--- src/rtl/fdc_cmd_pkg.sv ---
package fdc_cmd_pkg;
  typedef enum logic [1:0] {
    KIND_POS  = 2'd0,
    KIND_SECT = 2'd1,
    KIND_TRK  = 2'd2,
    KIND_FORCE = 2'd3
  } cmd_kind_e;

  localparam int CMD_W  = 8;
  localparam int COND_W = 4;
endpackage

--- src/rtl/fdc_cmd_classify.sv ---
module fdc_cmd_classify
  import fdc_cmd_pkg::*;
(
  input  logic [CMD_W-1:0] cmd,
  output cmd_kind_e        kind,
  output logic             writes_media
);
  always_comb begin
    kind         = KIND_POS;
    writes_media = 1'b0;
    casez (cmd[7:4])
      4'b0???: kind = KIND_POS;
      4'b100?: kind = KIND_SECT;
      4'b101?: begin kind = KIND_SECT; writes_media = 1'b1; end
      4'b1100: kind = KIND_TRK;
      4'b1110: kind = KIND_TRK;
      4'b1111: begin kind = KIND_TRK; writes_media = 1'b1; end
      default: kind = KIND_FORCE;
    endcase
  end
endmodule

--- src/rtl/fdc_edge_watch.sv ---
module fdc_edge_watch #(
  parameter int LINES = 2
) (
  input  logic             clk,
  input  logic             rst_q_n,
  input  logic [LINES-1:0] lvl,
  output logic [LINES-1:0] rise,
  output logic [LINES-1:0] fall
);
  logic [LINES-1:0] prev_q;

  always_ff @(posedge clk or negedge rst_q_n) begin
    if (!rst_q_n) prev_q <= '0;
    else          prev_q <= lvl;
  end

  for (genvar g = 0; g < LINES; g++) begin : g_edge
    assign rise[g] = lvl[g] & ~prev_q[g];
    assign fall[g] = ~lvl[g] & prev_q[g];
  end
endmodule

--- src/rtl/fdc_intr_arm.sv ---
module fdc_intr_arm
  import fdc_cmd_pkg::*;
(
  input  logic              clk,
  input  logic              rst_q_n,
  input  logic              new_cmd,
  input  logic              new_is_force,
  input  logic [COND_W-1:0] new_cond,
  input  logic              cause,
  input  logic              stat_rd,
  input  logic              rdy_rise,
  input  logic              rdy_fall,
  input  logic              idx_rise,
  output logic              intrq
);
  logic [COND_W-1:0] arm_q, arm_d;
  logic              flag_q, flag_d;
  logic              hit;

  always_comb begin
    arm_d = arm_q;
    if (new_cmd) arm_d = new_is_force ? new_cond : '0;

    hit = cause | (arm_q[0] & rdy_rise) | (arm_q[1] & rdy_fall) |
          (arm_q[2] & idx_rise);

    flag_d = flag_q;
    if (hit)                      flag_d = 1'b1;
    else if (new_cmd || stat_rd)  flag_d = 1'b0;
  end

  always_ff @(posedge clk or negedge rst_q_n) begin
    if (!rst_q_n) begin
      arm_q  <= '0;
      flag_q <= 1'b0;
    end else begin
      arm_q  <= arm_d;
      flag_q <= flag_d;
    end
  end

  assign intrq = flag_q | arm_q[3];

  // the immediate condition keeps the request up until a new command
  p_imm_hold_r11: assert property (@(posedge clk) disable iff (!rst_q_n)
    (intrq && arm_q[3] && !new_cmd) |=> intrq);

  // an armed ready rise produces a request next cycle
  p_rdy_rise_r10: assert property (@(posedge clk) disable iff (!rst_q_n)
    (arm_q[0] && rdy_rise) |=> intrq);
endmodule

--- src/rtl/fdc_cmd_dispatch.sv ---
module fdc_cmd_dispatch
  import fdc_cmd_pkg::*;
#(
  parameter int TRK_W      = 8,
  parameter int TG43_TRACK = 44
) (
  input  logic             clk,
  input  logic             rst_n,
  input  logic             cmd_we,
  input  logic [7:0]       cmd_data,
  input  logic             stat_rd,
  input  logic             eng_done,
  input  logic             ready_i,
  input  logic             wprot_n,
  input  logic             index_i,
  input  logic [TRK_W-1:0] track_i,
  output logic             start_pos,
  output logic             start_sect,
  output logic             start_trk,
  output logic [7:0]       cmd_byte,
  output logic             abort_o,
  output logic             busy_o,
  output logic             intrq_o,
  output logic             wprot_stat,
  output logic             tg43_o
);
  localparam logic [TRK_W-1:0] TG43_LIM = TRK_W'(TG43_TRACK);

  // reset: asynchronous assert, synchronous release
  logic [1:0] rst_sync_q;
  logic       rst_q_n;
  always_ff @(posedge clk or negedge rst_n) begin
    if (!rst_n) rst_sync_q <= 2'b00;
    else        rst_sync_q <= {rst_sync_q[0], 1'b1};
  end
  assign rst_q_n = rst_sync_q[1];

  cmd_kind_e kind;
  logic      writes_media;

  fdc_cmd_classify i_classify (
    .cmd          (cmd_data),
    .kind         (kind),
    .writes_media (writes_media)
  );

  logic [1:0] lvl_rise, lvl_fall;
  fdc_edge_watch #(.LINES(2)) i_edges (
    .clk     (clk),
    .rst_q_n (rst_q_n),
    .lvl     ({index_i, ready_i}),
    .rise    (lvl_rise),
    .fall    (lvl_fall)
  );

  logic       busy_q, busy_d;
  logic [2:0] start_q, start_d;
  logic [7:0] cmd_q, cmd_d;
  logic       abort_q, abort_d;
  logic       tg43_q, tg43_d;
  logic       wp_q, wp_d;

  logic is_force, take, take_norm, xfer, rej_rdy, rej_wp, go, done_evt;

  always_comb begin
    is_force  = (kind == KIND_FORCE);
    take      = cmd_we && (is_force || !busy_q);
    take_norm = take && !is_force;
    xfer      = (kind == KIND_SECT) || (kind == KIND_TRK);
    rej_rdy   = take_norm && xfer && !ready_i;
    rej_wp    = take_norm && xfer && ready_i && writes_media && !wprot_n;
    go        = take_norm && !rej_rdy && !rej_wp;
    done_evt  = busy_q && eng_done && !(take && is_force);

    busy_d = busy_q;
    if (take && is_force) busy_d = 1'b0;
    else if (go)          busy_d = 1'b1;
    else if (done_evt)    busy_d = 1'b0;

    start_d = {go && (kind == KIND_TRK), go && (kind == KIND_SECT),
               go && (kind == KIND_POS)};
    cmd_d   = go ? cmd_data : cmd_q;
    abort_d = take && is_force && busy_q;
    tg43_d  = (take_norm && xfer) ? (track_i >= TG43_LIM) : tg43_q;
    wp_d    = take_norm ? rej_wp : wp_q;
  end

  always_ff @(posedge clk or negedge rst_q_n) begin
    if (!rst_q_n) begin
      busy_q  <= 1'b0;
      start_q <= '0;
      cmd_q   <= '0;
      abort_q <= 1'b0;
      tg43_q  <= 1'b0;
      wp_q    <= 1'b0;
    end else begin
      busy_q  <= busy_d;
      start_q <= start_d;
      cmd_q   <= cmd_d;
      abort_q <= abort_d;
      tg43_q  <= tg43_d;
      wp_q    <= wp_d;
    end
  end

  fdc_intr_arm i_intr (
    .clk          (clk),
    .rst_q_n      (rst_q_n),
    .new_cmd      (take),
    .new_is_force (is_force),
    .new_cond     (cmd_data[COND_W-1:0]),
    .cause        (done_evt | rej_rdy | rej_wp),
    .stat_rd      (stat_rd),
    .rdy_rise     (lvl_rise[0]),
    .rdy_fall     (lvl_fall[0]),
    .idx_rise     (lvl_rise[1]),
    .intrq        (intrq_o)
  );

  assign start_pos  = start_q[0];
  assign start_sect = start_q[1];
  assign start_trk  = start_q[2];
  assign cmd_byte   = cmd_q;
  assign abort_o    = abort_q;
  assign busy_o     = busy_q;
  assign wprot_stat = wp_q;
  assign tg43_o     = tg43_q;

  // writes other than force interrupt are locked out while busy
  p_busy_lock_r1: assert property (@(posedge clk) disable iff (!rst_q_n)
    (busy_o && cmd_we && cmd_data[7:4] != 4'b1101) |=>
      (!start_pos && !start_sect && !start_trk && busy_o));

  // at most one engine is started in a cycle
  p_one_start_r2: assert property (@(posedge clk) disable iff (!rst_q_n)
    $onehot0({start_pos, start_sect, start_trk}));

  // transfer command with drive not ready ends at once
  p_not_ready_r3: assert property (@(posedge clk) disable iff (!rst_q_n)
    (!busy_o && cmd_we && cmd_data[7] && cmd_data[7:4] != 4'b1101 && !ready_i) |=>
      (intrq_o && !busy_o && !start_sect && !start_trk));

  // refused write sets the protect status with a request
  p_wprot_r5: assert property (@(posedge clk) disable iff (!rst_q_n)
    (!busy_o && cmd_we && ready_i && !wprot_n &&
     (cmd_data[7:5] == 3'b101 || cmd_data[7:4] == 4'b1111)) |=>
      (wprot_stat && intrq_o && !busy_o));

  // completion drops busy and raises the request
  p_done_r7: assert property (@(posedge clk) disable iff (!rst_q_n)
    (busy_o && eng_done && !cmd_we) |=> (!busy_o && intrq_o));

  // force interrupt on a running command aborts it
  p_force_abort_r9: assert property (@(posedge clk) disable iff (!rst_q_n)
    (busy_o && cmd_we && cmd_data[7:4] == 4'b1101) |=> (abort_o && !busy_o));
endmodule

--- config.mk ---
export PLATFORM = sky130hd
export DESIGN_NAME = fdc_cmd_dispatch
export DESIGN_NICKNAME = d
export VERILOG_FILES = /design/src/rtl/fdc_cmd_pkg.sv /design/src/rtl/fdc_cmd_classify.sv /design/src/rtl/fdc_edge_watch.sv /design/src/rtl/fdc_intr_arm.sv /design/src/rtl/fdc_cmd_dispatch.sv
export SDC_FILE = /design/constraint.sdc
export NUM_CORES = 1
export LEC_CHECK = 0
export CAP_MARGIN = 20
export CORE_MARGIN = 10
export CORE_UTILIZATION = 45
export CTS_BUF_LIST = sky130_fd_sc_hd__clkbuf_8
export CTS_CLUSTER_SIZE = 8
export DETAILED_ROUTE_END_ITERATION = 10
export GPL_TIMING_DRIVEN = 0
export PLACE_DENSITY = 0.93
export SLEW_MARGIN = 20
export SYNTH_ARGS = -nofsm -noshare
export SYNTH_HDL_FRONTEND = slang
export SYNTH_HIERARCHICAL = 1
export SYNTH_SLANG_ARGS = --single-unit
export TNS_END_PERCENT = 20
--- constraint.sdc ---
create_clock -name clk -period 0.8 [get_ports clk]
set_input_delay 0.16 -clock clk [delete_from_list [all_inputs] [get_ports clk]]
set_output_delay 0.16 -clock clk [all_outputs]
set_load 0.02 [all_outputs]
==> flow_results.org <==
** Run status
- Run status :: finished with violations
- Violated checks :: negative setup slack

** Drt
- In the final routed layout, each cell accounts on average for 21.9 µm.
- Residual DRC :: 0
- Pre-antenna DRT Iters :: 4
- Once detail routing completed, the nets flagged for antenna violations numbered 0.
- The first routing iteration left 34 violations.
- The detailed router placed 968 vias in this run.
- The routed design has 3910 µm of wire.
- Dividing the detail-routed via count by the number of cells gives 5.44.

** Worst setup path
- Maximum fanout encountered on the critical timing path :: 5
- Critical path startpoint category :: register
- Critical path type :: register to register
- For the worst setup path, the data required time is 950 ps.
- The worst setup path is captured at a register.
- Data arrival time at the worst-slack endpoint :: 1570 ps

** Power and ir drop
- Comb pwr share :: 0.385
- In this run the power density over the cells is 2020 nW/µm².
- Total power after layout :: 3.69 mW
- Clock power frac :: 0.192
- Maximum resistive drop on vdd :: 1.91 mV
- Internal portion of total power :: 2.48 mW
- Share of power burned in registers :: 0.424
- Of the total power, the share spent switching nets is 0.327.
- The analysis attributes to cell leakage a power of 0.875 nW.
- For this design the total switching power over the nets is 1.21 mW.

** Floorplan
- Floorplan core area :: 2230 µm²
- Pin placement for this block handled 40 I/O pins.
- Vertical die dimension :: 68.8 µm
- After floorplanning, the core was divided into 17 placement rows.
- Effective utilization at floorplan :: 0.479
- Floorplan die width :: 68.8 µm
- The floorplan step defined a die boundary enclosing 4730 µm².

** Logic synthesis
- Post-synthesis cell area :: 1070 µm²
- Number of warnings reported in the yosys synthesis log :: 6
- Synthesized area divided by synthesized cell count :: 11.9 µm²
- The number of nets handed over by synthesis was 118.
- Number of standard cells after synthesis :: 90

** Timing
- The final count of hold timing violations came to 0.
- Final setup vio count :: 36
- In the finished design, the share of the clock period the worst path needs comes to 1.77.
- Setup repair after global routing could not meet its margin everywhere.
- Final max-slew violation count :: 0
- On the final layout, the worst clock skew is 3.42 ps.
- Timing would allow up to 705 MHz.
- Final critical path time including I/O delays and setup :: 1420 ps
- After layout, the worst setup slack is -618 ps.

** Global routing
- The via count of the first global-routing pass is 1,035.
- First-pass GRT wire length :: 5040 µm
- Antenna violations before repair :: 0
- Entering global routing, the biggest net connects 23 pins.
- Global-route usage over all layers :: 0.143
- Global routing finished with a remaining overflow of 0.

** Clock network
- TritonCTS Buffers :: 3
- Clock-pin slew was measured on the worst setup and hold paths at 80 ps.
- CTS HTree Levels :: 1
- The cell sitting at the root of the clock tree is a sky130_fd_sc_hd__clkbuf_8.
- The clock passes through at most 2 buffers.
- TritonCTS clock tree :: done
- Clock latency of the later-clocked register in the worst-skew pair :: 270 ps
- Clock tree sinks :: 24

** Place
- Gp weighted congestion :: 0.747
- After legalization and detailed placement, the total HPWL measured 2020 µm.
- Port Buffers :: 37

** Final layout
- Diode count :: 0
- In the final layout, the share of cells above drive strength 1 is 0.553.
- The net count of the finished layout is 180.
- Fill cells in the final layout number 106.
- Growth of design area from synthesis to finish :: 70.5%
- In the layout the commonest cells are sky130_fd_sc_hd__dfrtp_1 (22), sky130_fd_sc_hd__buf_6 (18), sky130_fd_sc_hd__clkdlybuf4s50_1 (15), sky130_fd_sc_hd__buf_2 (12), sky130_fd_sc_hd__buf_4 (9).
- Once layout is complete, the utilization of the core stands at 0.817.
- Leading cell type in the layout, fill and taps excluded :: sky130_fd_sc_hd__dfrtp_1

** Flow run
- Number of maximum-capacitance constraint violations :: 0

** Hold path
- Class of the most critical hold timing path :: input pin to asynchronous set/reset pin
[worst max-delay path: stages (launching register included)]
cell	delay (ps)
sky130_fd_sc_hd__dfrtp_2	450
sky130_fd_sc_hd__nor3b_4	290
sky130_fd_sc_hd__buf_6	180
sky130_fd_sc_hd__nand2_8	80
sky130_fd_sc_hd__mux2_4	310
[power groups by stage]
stage / combinational (mW) / clock (mW) / sequential [mW]
after floorplan: 0.454 / 0 / 1.73
after global placement: 1.18 / 0 / 1.54
after detailed placement: 1.21 / 0 / 1.56
after CTS: 1.23 / 0.689 / 1.54
after global routing: 1.49 / 0.751 / 1.58
final: 1.42 / 0.707 / 1.56
[per-stage QoR]
step / area, µm² / TNS [ps] / hold slack (ps) / setup slack (ps) / instances
floorplan: 1150 / -10200 / -136 / -664 / 90
global placement: 1560 / -30490 / 331 / -1350 / 155
detailed placement: 1560 / -32330 / 332 / -1390 / 155
CTS: 1710 / -14580 / 53.8 / -528 / 175
global route: 1820 / -14200 / 48.0 / -643 / 178
finish: 1820 / -13270 / 49.7 / -618 / 178
[path summary, 6_finish.rpt]
kind | startpoint | end | slack, ps | cells past startpoint
max reg2reg | busy_o | cmd_byte[2] | -620 | 4
min in group clk | cmd_data[7] | cmd_byte[7] | 140 | 2
max | busy_o | cmd_byte[2] | -620 | 4
max in group asynchronous | rst_sync_q[1] | busy_o | 220 | 0
min | rst_n | rst_sync_q[0] | 50 | 1
min reg2reg | rst_sync_q[1] | start_q[0] | 230 | 0
[timing repair]
item	4_1_cts	5_1_grt
pin swaps	12	8
hold buffers	0	0
setup buffers	16	3
setup endpoints to repair	58	58
gates resized for setup	110	24
gates cloned	2	0
[layer usage]
metal | vias to the layer above | part of all wire | global-route usage
li1 | 424 | - | -
met1 | 492 | 0.37 | 0.137
met2 | 41 | 0.53 | 0.271
met3 | 11 | 0.071 | 0.0499
met4 | 0 | 0.030 | 0.0591
met5 | - | 0 | 0
[cell type report]
| cell class | instances | area [µm²] | share of cell area |
|---|---|---|---|
| sequential | 24 | 603 | 0.331 |
| inverter | 11 | 41.3 | 0.0226 |
| tap | 28 | 35.0 | 0.0192 |
| clock buffer | 3 | 41.3 | 0.0226 |
| buffer | 1 | 11.3 | 0.00617 |
| timing repair buffer | 56 | 507 | 0.278 |
| multi-input combinational | 55 | 586 | 0.321 |
[sequential cells by signal, indices dropped and copies added, names as in the netlist]
| signal | count |
|---|---|
| i_intr/arm_q | 4 |
| tg43_o | 1 |
| i_edges/prev_q | 2 |
| abort_o | 1 |
| start_q | 3 |
| cmd_byte | 8 |
| i_intr/flag_q | 1 |
| wprot_stat | 1 |
| rst_sync_q | 2 |
| busy_o | 1 |
Note: power is estimated with default switching activity, not from simulation.
